<file path="src/rtl/canc_irq_pkg.sv">
package canc_irq_pkg;

    // Shared bit layout of flag register and enable mask.
    localparam int IRQ_W    = 8;
    localparam int B_RX     = 0;
    localparam int B_TX     = 1;
    localparam int B_WARN   = 2;
    localparam int B_OVR    = 3;
    localparam int B_WAKE   = 4;
    localparam int B_PASS   = 5;
    localparam int B_ARB    = 6;
    localparam int B_BERR   = 7;

    typedef enum logic [1:0] {
        RX_EMPTY = 2'd0,
        RX_READY = 2'd1,
        RX_GAP   = 2'd2
    } rx_state_t;

    typedef enum logic {
        PW_RUN   = 1'b0,
        PW_SLEEP = 1'b1
    } pw_state_t;

    typedef enum logic {
        FLG_IDLE = 1'b0,
        FLG_SET  = 1'b1
    } flg_state_t;

endpackage

</file>
<file path="src/rtl/canc_irq_latch.sv">
module canc_irq_latch #(
    parameter int W = 7
) (
    input  logic         clk,
    input  logic         rst_n,
    input  logic [W-1:0] ev,
    input  logic [W-1:0] en,
    input  logic         clr,
    output logic [W-1:0] q
);
    import canc_irq_pkg::*;

    for (genvar i = 0; i < W; i++) begin : g_flag
        flg_state_t st_q;
        flg_state_t st_d;
        logic       hit;

        assign hit = ev[i] & en[i];

        always_ff @(posedge clk) begin
            if (!rst_n) st_q <= FLG_IDLE;
            else        st_q <= st_d;
        end

        always_comb begin
            st_d = st_q;
            unique case (st_q)
                FLG_IDLE: if (hit)         st_d = FLG_SET;
                FLG_SET:  if (clr && !hit) st_d = FLG_IDLE;
                default:                   st_d = FLG_IDLE;
            endcase
        end

        assign q[i] = (st_q == FLG_SET);

        // a latched flag survives any cycle without a read
        p_flag_holds_r3: assert property (@(posedge clk) disable iff (!rst_n)
            (q[i] && !clr) |=> q[i]);

        // a masked source cannot raise a clear flag
        p_masked_quiet_r4: assert property (@(posedge clk) disable iff (!rst_n)
            (!q[i] && !en[i]) |=> !q[i]);
    end

endmodule

</file>
<file path="src/rtl/canc_irq_rx.sv">
module canc_irq_rx (
    input  logic clk,
    input  logic rst_n,
    input  logic buf_full,
    input  logic release_cmd,
    input  logic enable,
    output logic flag
);
    import canc_irq_pkg::*;

    rx_state_t st_q;
    rx_state_t st_d;

    always_ff @(posedge clk) begin
        if (!rst_n) st_q <= RX_EMPTY;
        else        st_q <= st_d;
    end

    always_comb begin
        st_d = st_q;
        unique case (st_q)
            RX_EMPTY: if (buf_full)    st_d = RX_READY;
            RX_READY: begin
                if (release_cmd)       st_d = RX_GAP;
                else if (!buf_full)    st_d = RX_EMPTY;
            end
            RX_GAP:   st_d = buf_full ? RX_READY : RX_EMPTY;
            default:                   st_d = RX_EMPTY;
        endcase
    end

    always_comb begin
        flag = (st_q == RX_READY) && enable;
    end

    // the cycle after a release of a pending message shows no flag
    p_release_gap_r7: assert property (@(posedge clk) disable iff (!rst_n)
        (st_q == RX_READY && release_cmd) |=> !flag);

    // ready state is only reached with the buffer seen full
    p_ready_needs_full_r6: assert property (@(posedge clk) disable iff (!rst_n)
        (st_q != RX_READY && st_d == RX_READY) |-> buf_full);

endmodule

</file>
<file path="src/rtl/canc_irq_power.sv">
module canc_irq_power (
    input  logic clk,
    input  logic rst_n,
    input  logic sleep_req,
    input  logic bus_busy,
    input  logic irq_pending,
    output logic sleeping,
    output logic wake_evt
);
    import canc_irq_pkg::*;

    pw_state_t st_q;
    pw_state_t st_d;
    logic      refuse;

    always_ff @(posedge clk) begin
        if (!rst_n) st_q <= PW_RUN;
        else        st_q <= st_d;
    end

    always_comb begin
        st_d = st_q;
        unique case (st_q)
            PW_RUN:   if (sleep_req && !bus_busy && !irq_pending) st_d = PW_SLEEP;
            PW_SLEEP: if (bus_busy)                               st_d = PW_RUN;
            default:                                              st_d = PW_RUN;
        endcase
    end

    always_comb begin
        refuse   = sleep_req && (bus_busy || irq_pending);
        sleeping = (st_q == PW_SLEEP);
        unique case (st_q)
            PW_RUN:   wake_evt = refuse;
            PW_SLEEP: wake_evt = bus_busy;
            default:  wake_evt = 1'b0;
        endcase
    end

    // a busy controller never enters sleep
    p_busy_blocks_sleep_r9: assert property (@(posedge clk) disable iff (!rst_n)
        (!sleeping && bus_busy) |=> !sleeping);

    // sleep is only entered from an idle request
    p_sleep_entry_r8: assert property (@(posedge clk) disable iff (!rst_n)
        (!sleeping && !(sleep_req && !irq_pending)) |=> !sleeping);

endmodule

</file>
<file path="src/rtl/canc_irq_unit.sv">
module canc_irq_unit #(
    parameter int REG_W = 8
) (
    input  logic             clk,
    input  logic             rst_n,
    input  logic             cpu_sel,
    input  logic             cpu_wr,
    input  logic             cpu_rd,
    input  logic [REG_W-1:0] cpu_wdata,
    output logic [REG_W-1:0] cpu_rdata,
    input  logic             rxbuf_full,
    input  logic             rx_release,
    input  logic             ev_tx_done,
    input  logic             ev_warn_chg,
    input  logic             ev_overrun,
    input  logic             ev_passive_chg,
    input  logic             ev_arb_lost,
    input  logic             ev_bus_err,
    input  logic             bus_busy,
    input  logic             sleep_req,
    output logic             sleeping,
    output logic             irq_n
);
    import canc_irq_pkg::*;

    localparam int LAT_W = REG_W - 1;

    logic [REG_W-1:0] mask_q;
    logic [REG_W-1:0] irq_vec;
    logic [REG_W-1:0] ev_vec;
    logic [LAT_W-1:0] lat_q;
    logic             rx_flag;
    logic             wake_evt;
    logic             flag_read;
    logic             mask_write;
    logic             pending;

    assign flag_read  = cpu_rd && !cpu_sel;
    assign mask_write = cpu_wr && cpu_sel;

    always_ff @(posedge clk) begin
        if (!rst_n)          mask_q <= '0;
        else if (mask_write) mask_q <= cpu_wdata;
    end

    always_comb begin
        ev_vec         = '0;
        ev_vec[B_TX]   = ev_tx_done;
        ev_vec[B_WARN] = ev_warn_chg;
        ev_vec[B_OVR]  = ev_overrun;
        ev_vec[B_WAKE] = wake_evt;
        ev_vec[B_PASS] = ev_passive_chg;
        ev_vec[B_ARB]  = ev_arb_lost;
        ev_vec[B_BERR] = ev_bus_err;
    end

    canc_irq_latch #(.W(LAT_W)) u_latch (
        .clk   (clk),
        .rst_n (rst_n),
        .ev    (ev_vec[REG_W-1:1]),
        .en    (mask_q[REG_W-1:1]),
        .clr   (flag_read),
        .q     (lat_q)
    );

    canc_irq_rx u_rx (
        .clk         (clk),
        .rst_n       (rst_n),
        .buf_full    (rxbuf_full),
        .release_cmd (rx_release),
        .enable      (mask_q[B_RX]),
        .flag        (rx_flag)
    );

    canc_irq_power u_pwr (
        .clk         (clk),
        .rst_n       (rst_n),
        .sleep_req   (sleep_req),
        .bus_busy    (bus_busy),
        .irq_pending (pending),
        .sleeping    (sleeping),
        .wake_evt    (wake_evt)
    );

    always_comb begin
        irq_vec       = {lat_q, rx_flag};
        pending       = |irq_vec;
        irq_n         = ~pending;
        cpu_rdata     = cpu_sel ? mask_q : irq_vec;
    end

    // a read with no enabled event leaves bits 7..1 clear
    p_read_clears_r5: assert property (@(posedge clk) disable iff (!rst_n)
        (flag_read && ((ev_vec & mask_q) == '0)) |=> (irq_vec[REG_W-1:1] == '0));

    // bus activity while asleep raises the enabled wake-up flag
    p_wake_on_activity_r10: assert property (@(posedge clk) disable iff (!rst_n)
        (sleeping && bus_busy && mask_q[B_WAKE]) |=> irq_vec[B_WAKE]);

    // a read does not drop a receive flag whose buffer stays full
    p_read_keeps_rx_r6: assert property (@(posedge clk) disable iff (!rst_n)
        (flag_read && irq_vec[B_RX] && rxbuf_full && !rx_release && !mask_write)
        |=> irq_vec[B_RX]);

endmodule

</file>
<file path="config.mk">
export PLATFORM = sky130hd
export DESIGN_NAME = canc_irq_unit
export DESIGN_NICKNAME = d
export VERILOG_FILES = /design/src/rtl/canc_irq_pkg.sv /design/src/rtl/canc_irq_latch.sv /design/src/rtl/canc_irq_rx.sv /design/src/rtl/canc_irq_power.sv /design/src/rtl/canc_irq_unit.sv
export SDC_FILE = /design/constraint.sdc
export NUM_CORES = 1
export LEC_CHECK = 0
export BUFFER_PORTS_ARGS = -buffer_cell sky130_fd_sc_hd__buf_2
export CORE_UTILIZATION = 41
export CTS_CLUSTER_DIAMETER = 30
export CTS_CLUSTER_SIZE = 40
export DETAILED_ROUTE_END_ITERATION = 12
export HOLD_SLACK_MARGIN = 0.08
export PLACE_DENSITY = 0.73
export SLEW_MARGIN = 20
export SYNTH_ARGS = -nofsm -noshare
export SYNTH_HDL_FRONTEND = slang
export SYNTH_SLANG_ARGS = --single-unit
export TNS_END_PERCENT = 10
</file>
<file path="constraint.sdc">
create_clock -name clk -period 1.89 [get_ports clk]
set_input_delay 0.4725 -clock clk [delete_from_list [all_inputs] [get_ports clk]]
set_output_delay 0.4725 -clock clk [all_outputs]
set_load 0.005 [all_outputs]
</file>
==> impl_metrics.ini, run 1 <==
[sta]
setup_viol = 1
skew_ns = 0.002344
slew_viol_final = 0
rsz0062_at_grt = yes
maxSlewHeadroom = 0.8129
hold_violations = 0
fin_hold_ws_ns = 0.3625
fin_ws_ns = -0.1139
tightest_slew_ns = 0.2800
finalCritPeriodShare = 1.060
layout_min_cycle_time_ns = 2.004
fmax_mhz = 499.0

[yosys]
avgSynthCellArea_sq_um = 9.809
yosys.cell_count.top_type = dfxtp_1
ys_warn_count = 0
ys_seq_area_frac = 0.4535
synthesis.nets = 104
async_flop_share = 0
ys_types = 23
synth-edff-count = 0
synth_flop_cell = dfxtp_1
yosysTopAreaCell = dfxtp_1
synth_top_area_share = 0.4535
synthTopCellsByArea = dfxtp_1 45%, mux2_2 9.9%, a22oi_1 5.7%
synth_commonest_cells = 18 x dfxtp_1, 9 x nand2_1, 8 x nand3_1
synthesis.area_sq_um = 794.5
synth_cells = 81
ys_ff_latch = 18

[pwr]
p_seq_frac = 0.542
p_total_mw = 0.7489
p_per_area_nw_per_um2 = 731.7
p_sw_mw = 0.1768
p_leak_nw = 0.4592
vdd_drop_max_mv = 0.3163
pwr-share-comb = 0.148
sw_frac_of_total = 0.2361
pwr-share-clk = 0.310
intPower_mw = 0.5721

[worst_setup_path]
worstPathRequired_ns = 1.42
crit_arrival_ns = 1.53
path_cells = or4_4, a211oi_4, buf_2
worstSetupPathType = flop to output pin
crit_buf_inv = 1
r2r_slack_ns = 0.37
crit_family = simple AND/OR/NAND/NOR gates
worst-r2r-cell-count = 4
start_kind = flop
cp_slowest_stage_delay_ns = 0.54
crit_start = u_latch.g_flag[5].st_q
path_depth = 3
reg2reg_from = u_latch.g_flag[5].st_q
endpoint_kind = output pin
critical_path.max_fanout = 3
crit_end = irq_n
cpMaxStageDelayCell = or4_4
r2r-end = u_latch.g_flag[3].st_q

[clock_network]
cts_buffer_depth = 2
clkLatencyLatePin_ns = 0.29
cts.sinks = 18
post_cts_buffers = 0
htree_num_levels = 1
cts_tree = built
cts-buffers-inserted = 3
clkTransAtPathRegs_ns = 0.10
clock-root-buffer = clkbuf_4

[grt]
grt_overflow = 0
grt_antenna_before_repair = 0
track_usage = 0.1832
grt_pass1_vias = 698
grt_max_degree = 20
grt_pass1_wl_microns = 2780

[final_layout]
diodes = 0
fin_util = 0.5801
area_growth_pct = 28.82
final_cells = 140
drive_above_1_share = 0.4261
layout.nets = 139

[drt]
ant_nets = 0
num_vias = 727
drc = 0
drt-initial-drc-count = 11
vias_per_cell = 5.193
wl_per_cell_microns = 12.80
wl_microns = 1792
dr.pass1.iters = 4

[worst_hold_path]
hold_class = input pin to flop

[die]
die_area_sq_um = 2118
die_h_microns = 46.02
chipWidth_microns = 46.02
fp.coreArea_sq_um = 1764
io_pins = 33
start_util = 0.4504
rows = 15

[placed_design]
place_inst = 136
port_buffers = 32
place_hpwl_microns = 1354
place_congestion = 0.7190

[run_status]
failed_checks = negative setup slack
outcome = complete, but fails checks

[flow_run]
max_cap_viol_count = 0
==> area by class of cell <==
| cell class | count | area (sq um) |
|---|---|---|
| fill | 174 | 740.7 |
| multi-input combinational | 59 | 419.2 |
| sequential | 18 | 361.6 |
| timing repair buffer | 34 | 175.2 |
| clock buffer | 4 | 36.28 |
| tap | 25 | 31.28 |
==> kinds of logic after synthesis <==
| group | Yosys count | share of synthesized area |
|---|---|---|
| AOI/OAI and AO/OA | 21 | 0.2126 |
| buffers and inverters | 4 | 0.01889 |
| and+or+nand+nor | 31 | 0.2158 |
| muxes | 7 | 0.09922 |
| DFF | 18 | 0.4535 |
==> state kept, by name (all words and copies together), names as in the netlist <==
signal	count
u_rx.st_q	2
mask_q	8
u_latch.g_flag.st_q	7
u_pwr.sleeping	1
==> power by group through the flow <==
stage / clock (mW) / combinational, mW / sequential (mW)
after global routing: 0.264 / 0.121 / 0.408
final: 0.232 / 0.111 / 0.406
after CTS: 0.246 / 0.112 / 0.406
after global placement: 0 / 0.109 / 0.414
after floorplan: 0 / 0.0632 / 0.411
after detailed placement: 0 / 0.111 / 0.414
==> what timing repair did <==
| item | in CTS | in global routing |
|---|---|---|
| hold buffers | 0 | 0 |
| gates resized for setup | 1 | 0 |
| endpoints found under the setup margin | 1 | 1 |
| gates cloned | 0 | 0 |
==> worst min path at each step <==
| stage | start | to | slack [ns] | depth (start not counted) |
|---|---|---|---|---|
| final | bus_busy | u_pwr.sleeping | 0.36 | 2 |
| after global routing | bus_busy | u_pwr.sleeping | 0.35 | 2 |
| after CTS | bus_busy | u_pwr.sleeping | 0.35 | 2 |
| after detailed placement | mask_q[3] | mask_q[3] | 0.47 | 2 |
| after global placement | mask_q[3] | mask_q[3] | 0.46 | 2 |
| after floorplan | mask_q[3] | mask_q[3] | 0.45 | 2 |
==> metrics by stage <==
step	cell area, sq um	setup TNS, ns	setup slack, ns
CTS	1023	-0.1365	-0.1365
global placement	985.9	0	0.1919
detailed placement	985.9	0	0.1765
finish	1023	-0.1139	-0.1139
floorplan	794.5	0	0.003078
global route	1023	-0.1657	-0.1657
==> routing by layer <==
layer  GRT usage  vias to the layer above  wire (microns)
li1            -                      362               -
met1      0.2115                      347             750
met2      0.3352                       18             971
met3     0.02381                        0              70
met4     0.07059                        0               0
met5           0                        -               0
==> placed cells by master (no fill, tap or decap) <==
cell type and instances:
a211oi_4 1, buf_4 2, dfxtp_2 1, or4_4 1, buf_2 32, or3_1 1, nand3_1 8, and2b_4 1
mux2_2 7, clkbuf_8 1, dfxtp_1 17, a21boi_1 3, nor3b_1 1, a22oi_1 6, o21bai_1 1, o21a_1 1
o21ai_0 1, and3_1 2, a32oi_1 1, nor2b_1 7, nand2_1 9, a41o_1 1, nand2b_1 1, clkbuf_4 3
a21oi_1 1, a21boi_0 5
==> worst register-to-register path, cell delays in order, from the launching register on <==
cell and delay [ns]:
dfxtp_2 0.34, or4_4 0.55, a211oi_4 0.21, o21bai_1 0.10
a41o_1 0.24
Power figures use the tool's default switching activity.
==> inputs of run 2 (changes only) <==
--- a/config.mk
+++ b/config.mk
@@ -6,14 +6,15 @@
 export NUM_CORES = 1
 export LEC_CHECK = 0
 export BUFFER_PORTS_ARGS = -buffer_cell sky130_fd_sc_hd__buf_2
-export CORE_UTILIZATION = 41
+export CORE_UTILIZATION = 48
 export CTS_CLUSTER_DIAMETER = 30
 export CTS_CLUSTER_SIZE = 40
 export DETAILED_ROUTE_END_ITERATION = 12
 export HOLD_SLACK_MARGIN = 0.08
-export PLACE_DENSITY = 0.73
+export PLACE_DENSITY = 0.77
 export SLEW_MARGIN = 20
 export SYNTH_ARGS = -nofsm -noshare
 export SYNTH_HDL_FRONTEND = slang
+export SYNTH_HIERARCHICAL = 1
 export SYNTH_SLANG_ARGS = --single-unit
 export TNS_END_PERCENT = 10
==> constraint.sdc (replaced) <==
create_clock -name clk -period 1.9 [get_ports clk]
set_input_delay 0.475 -clock clk [delete_from_list [all_inputs] [get_ports clk]]
set_output_delay 0.475 -clock clk [all_outputs]
set_load 0.005 [all_outputs]
==> run 2 against run 1 <==
  * The run now ends clean
  * Via count grew 2.9%
  * Synthesized cell count grew 23%
  * Critical path depth is the same
  * Core utilization grew 3.4 points
  * Total power shrank 5.3%
  * Worst hold slack gained 0.041 ns
  * Combinational power grew 6%
  * Wire length shrank 1.5%
  * Largest power group unchanged
  * Non-clock buffer count is the same
  * Sequential share of layout area shrank 2.4 points
  * Register-to-register slack gained 0.24 ns
  * Clock power shrank 20%
==> impl_metrics.ini, run 2 <==
[worst_hold_path]
hold_class = input pin to flop
min-delay-start = rxbuf_full
min_to = u_rx/st_q[0]
whs_path_depth = 2

[die]
io_pins = 33
die_area_sq_um = 2204
start_util = 0.5382
chipWidth_microns = 46.95
fp.coreArea_sq_um = 1802
die_h_microns = 46.95
rows = 15

[final_layout]
layout_commonest_cell = buf_2
final_cell_mix = 32 x buf_2, 16 x nand2_1, 15 x dfxtp_1
regArea_sq_um = 364.1
area_growth_pct = 14.06
regMostFlops = mask_q
stdcell_area_sq_um = 1106
multiInputGateArea_sq_um = 509.2
filler_cell_count = 171
diodes = 0
largest_reg_flops = 8
reg_top3 = mask_q: 8 flops, u_latch/g_flag.st_q: 7 flops, u_rx/st_q: 2 flops
drive_above_1_share = 0.5403
layout.nets = 149

[worst_setup_path]
worstPathRequired_ns = 1.42
critical_path.max_fanout = 3
crit_buf_inv = 1
r2r_slack_ns = 0.61
r2r-end = u_latch/g_flag[3].st_q
start_kind = flop
worstSetupPathType = flop to output pin
cpMaxStageDelayCell = nor4_1
path_cells = nor4_1, and2_1, buf_2
worst-r2r-cell-count = 6
endpoint_kind = output pin
reg2reg_from = u_latch/g_flag[5].st_q
crit_arrival_ns = 1.39
crit_family = simple AND/OR/NAND/NOR gates
cp_slowest_stage_delay_ns = 0.43

[sta]
hold_violations = 0
tns_ns = 0
tightest_slew_ns = 0.4364
setup_viol = 0
fmax_mhz = 537.6
skew_ns = 0.005572
slew_viol_final = 0
finalCritPeriodShare = 0.9790
fin_hold_ws_ns = 0.4032
layout_min_cycle_time_ns = 1.860
maxSlewHeadroom = 0.7085

[yosys]
ys_types = 25
synth_flop_cell = dfxtp_1
ys_seq_area_frac = 0.3716
async_flop_share = 0
ys_ff_latch = 18
avgSynthCellArea_sq_um = 9.697
yosysTopAreaCell = dfxtp_1
synthesis.area_sq_um = 969.7
ys_warn_count = 6
synth_top_area_share = 0.3716
synthesis.nets = 123
synthTopCellsByArea = dfxtp_1 37%, a21boi_2 8.1%, mux2_2 8.1%
yosys.cell_count.top_type = dfxtp_1
synth_commonest_cells = 18 x dfxtp_1, 16 x nand2_1, 8 x nand2b_1, 8 x nand4_1, 8 x o21ai_2
synth-edff-count = 0
synth_cells = 100

[clock_network]
postCtsHoldBufs = 0
clkLatencyLatePin_ns = 0.29
cts.sinks = 18
cts_tree = built
clock-root-buffer = clkbuf_4
htree_num_levels = 1
clkTransAtPathRegs_ns = 0.10
cts-buffers-inserted = 3
cts_buffer_depth = 2

[pwr]
p_per_area_nw_per_um2 = 641.1
p_sw_mw = 0.1794
intPower_mw = 0.5297
pwr-share-clk = 0.262
p_total_mw = 0.7090
vdd_drop_max_mv = 0.3970
sw_frac_of_total = 0.2530
p_leak_nw = 0.4928
p_seq_frac = 0.572
pwr-share-comb = 0.166

[grt]
track_usage = 0.1763
grt_antenna_before_repair = 0
grt_pass1_vias = 669
grt_max_degree = 27
grt_pass1_wl_microns = 2760
grt_overflow = 0

[flow_run]
max_cap_viol_count = 0

[drt]
ant_nets = 0
drc = 0
vias_per_cell = 5.020
wl_per_cell_microns = 11.85
dr.pass1.iters = 3
drt-initial-drc-count = 8
wl_microns = 1765
num_vias = 748

[placed_design]
postPlaceCellArea_sq_um = 1057
port_buffers = 32
place_congestion = 0.7286
place_hpwl_microns = 1265

[run_status]
outcome = finished clean
run 2: worst register-to-register path: cells and delay by family, from the launching register on:
kind / cells / cell delay (ns)
simple gates: 4 / 0.73
compound gates: 2 / 0.11
flops: 1 / 0.34
run 2: kinds of logic after synthesis:
logic type	count (synthesis)	share of synthesized area
AND/OR/NAND/NOR	42	0.2387
multiplexers	8	0.09677
buffers and inverters	14	0.1187
flip-flops	18	0.3716
AO/OA/AOI/OAI	18	0.1742
run 2: layer usage:
metal	wire [microns]	GRT usage
met4	14	0.08000
met3	77	0.04231
met2	851	0.2944
met5	0	0
met1	821	0.2146
run 2: worst max-delay path by stage:
stage                                 startpoint            to  slack, ns  depth (start not counted)
after floorplan                          cpu_sel  cpu_rdata[6]       0.42                          3
after global placement                   cpu_sel  cpu_rdata[0]       0.17                          3
after detailed placement                 cpu_sel  cpu_rdata[4]       0.17                          3
after CTS                           u_rx/st_q[1]         irq_n      0.002                          4
after global routing      u_latch/g_flag[5].st_q         irq_n      -0.04                          3
final                     u_latch/g_flag[5].st_q         irq_n       0.04                          3
run 2: what timing repair did:
| item | CTS | global route |
|---|---|---|
| endpoints found under the setup margin | 1 | 1 |
| gates resized for setup | 1 | 4 |
| pin swaps | 0 | 1 |
| buffers inserted | 0 | 1 |
run 2: power groups by stage:
| stage | clock network, mW | registers (mW) | logic [mW] |
|---|---|---|---|
| floorplan | 0 | 0.409 | 0.0847 |
| global placement | 0 | 0.412 | 0.111 |
| detailed placement | 0 | 0.413 | 0.113 |
| CTS | 0.192 | 0.405 | 0.114 |
| global route | 0.205 | 0.408 | 0.130 |
| finish | 0.186 | 0.406 | 0.118 |
run 2: per-stage QoR:
stage	util	std cells	setup slack [ns]
after floorplan	-	100	0.4157
after global placement	0.5868	145	0.1737
after detailed placement	0.5868	145	0.1704
after CTS	0.6028	148	0.001917
after global routing	0.6139	149	-0.03680
final	0.6139	149	0.03994
run 2: layout make-up:
type / instances / area share
inverter: 1 / 0.003394
sequential: 18 / 0.3292
tap: 25 / 0.02828
timing repair buffer: 34 / 0.1584
multi-input combinational: 68 / 0.4604
clock buffer: 3 / 0.02036
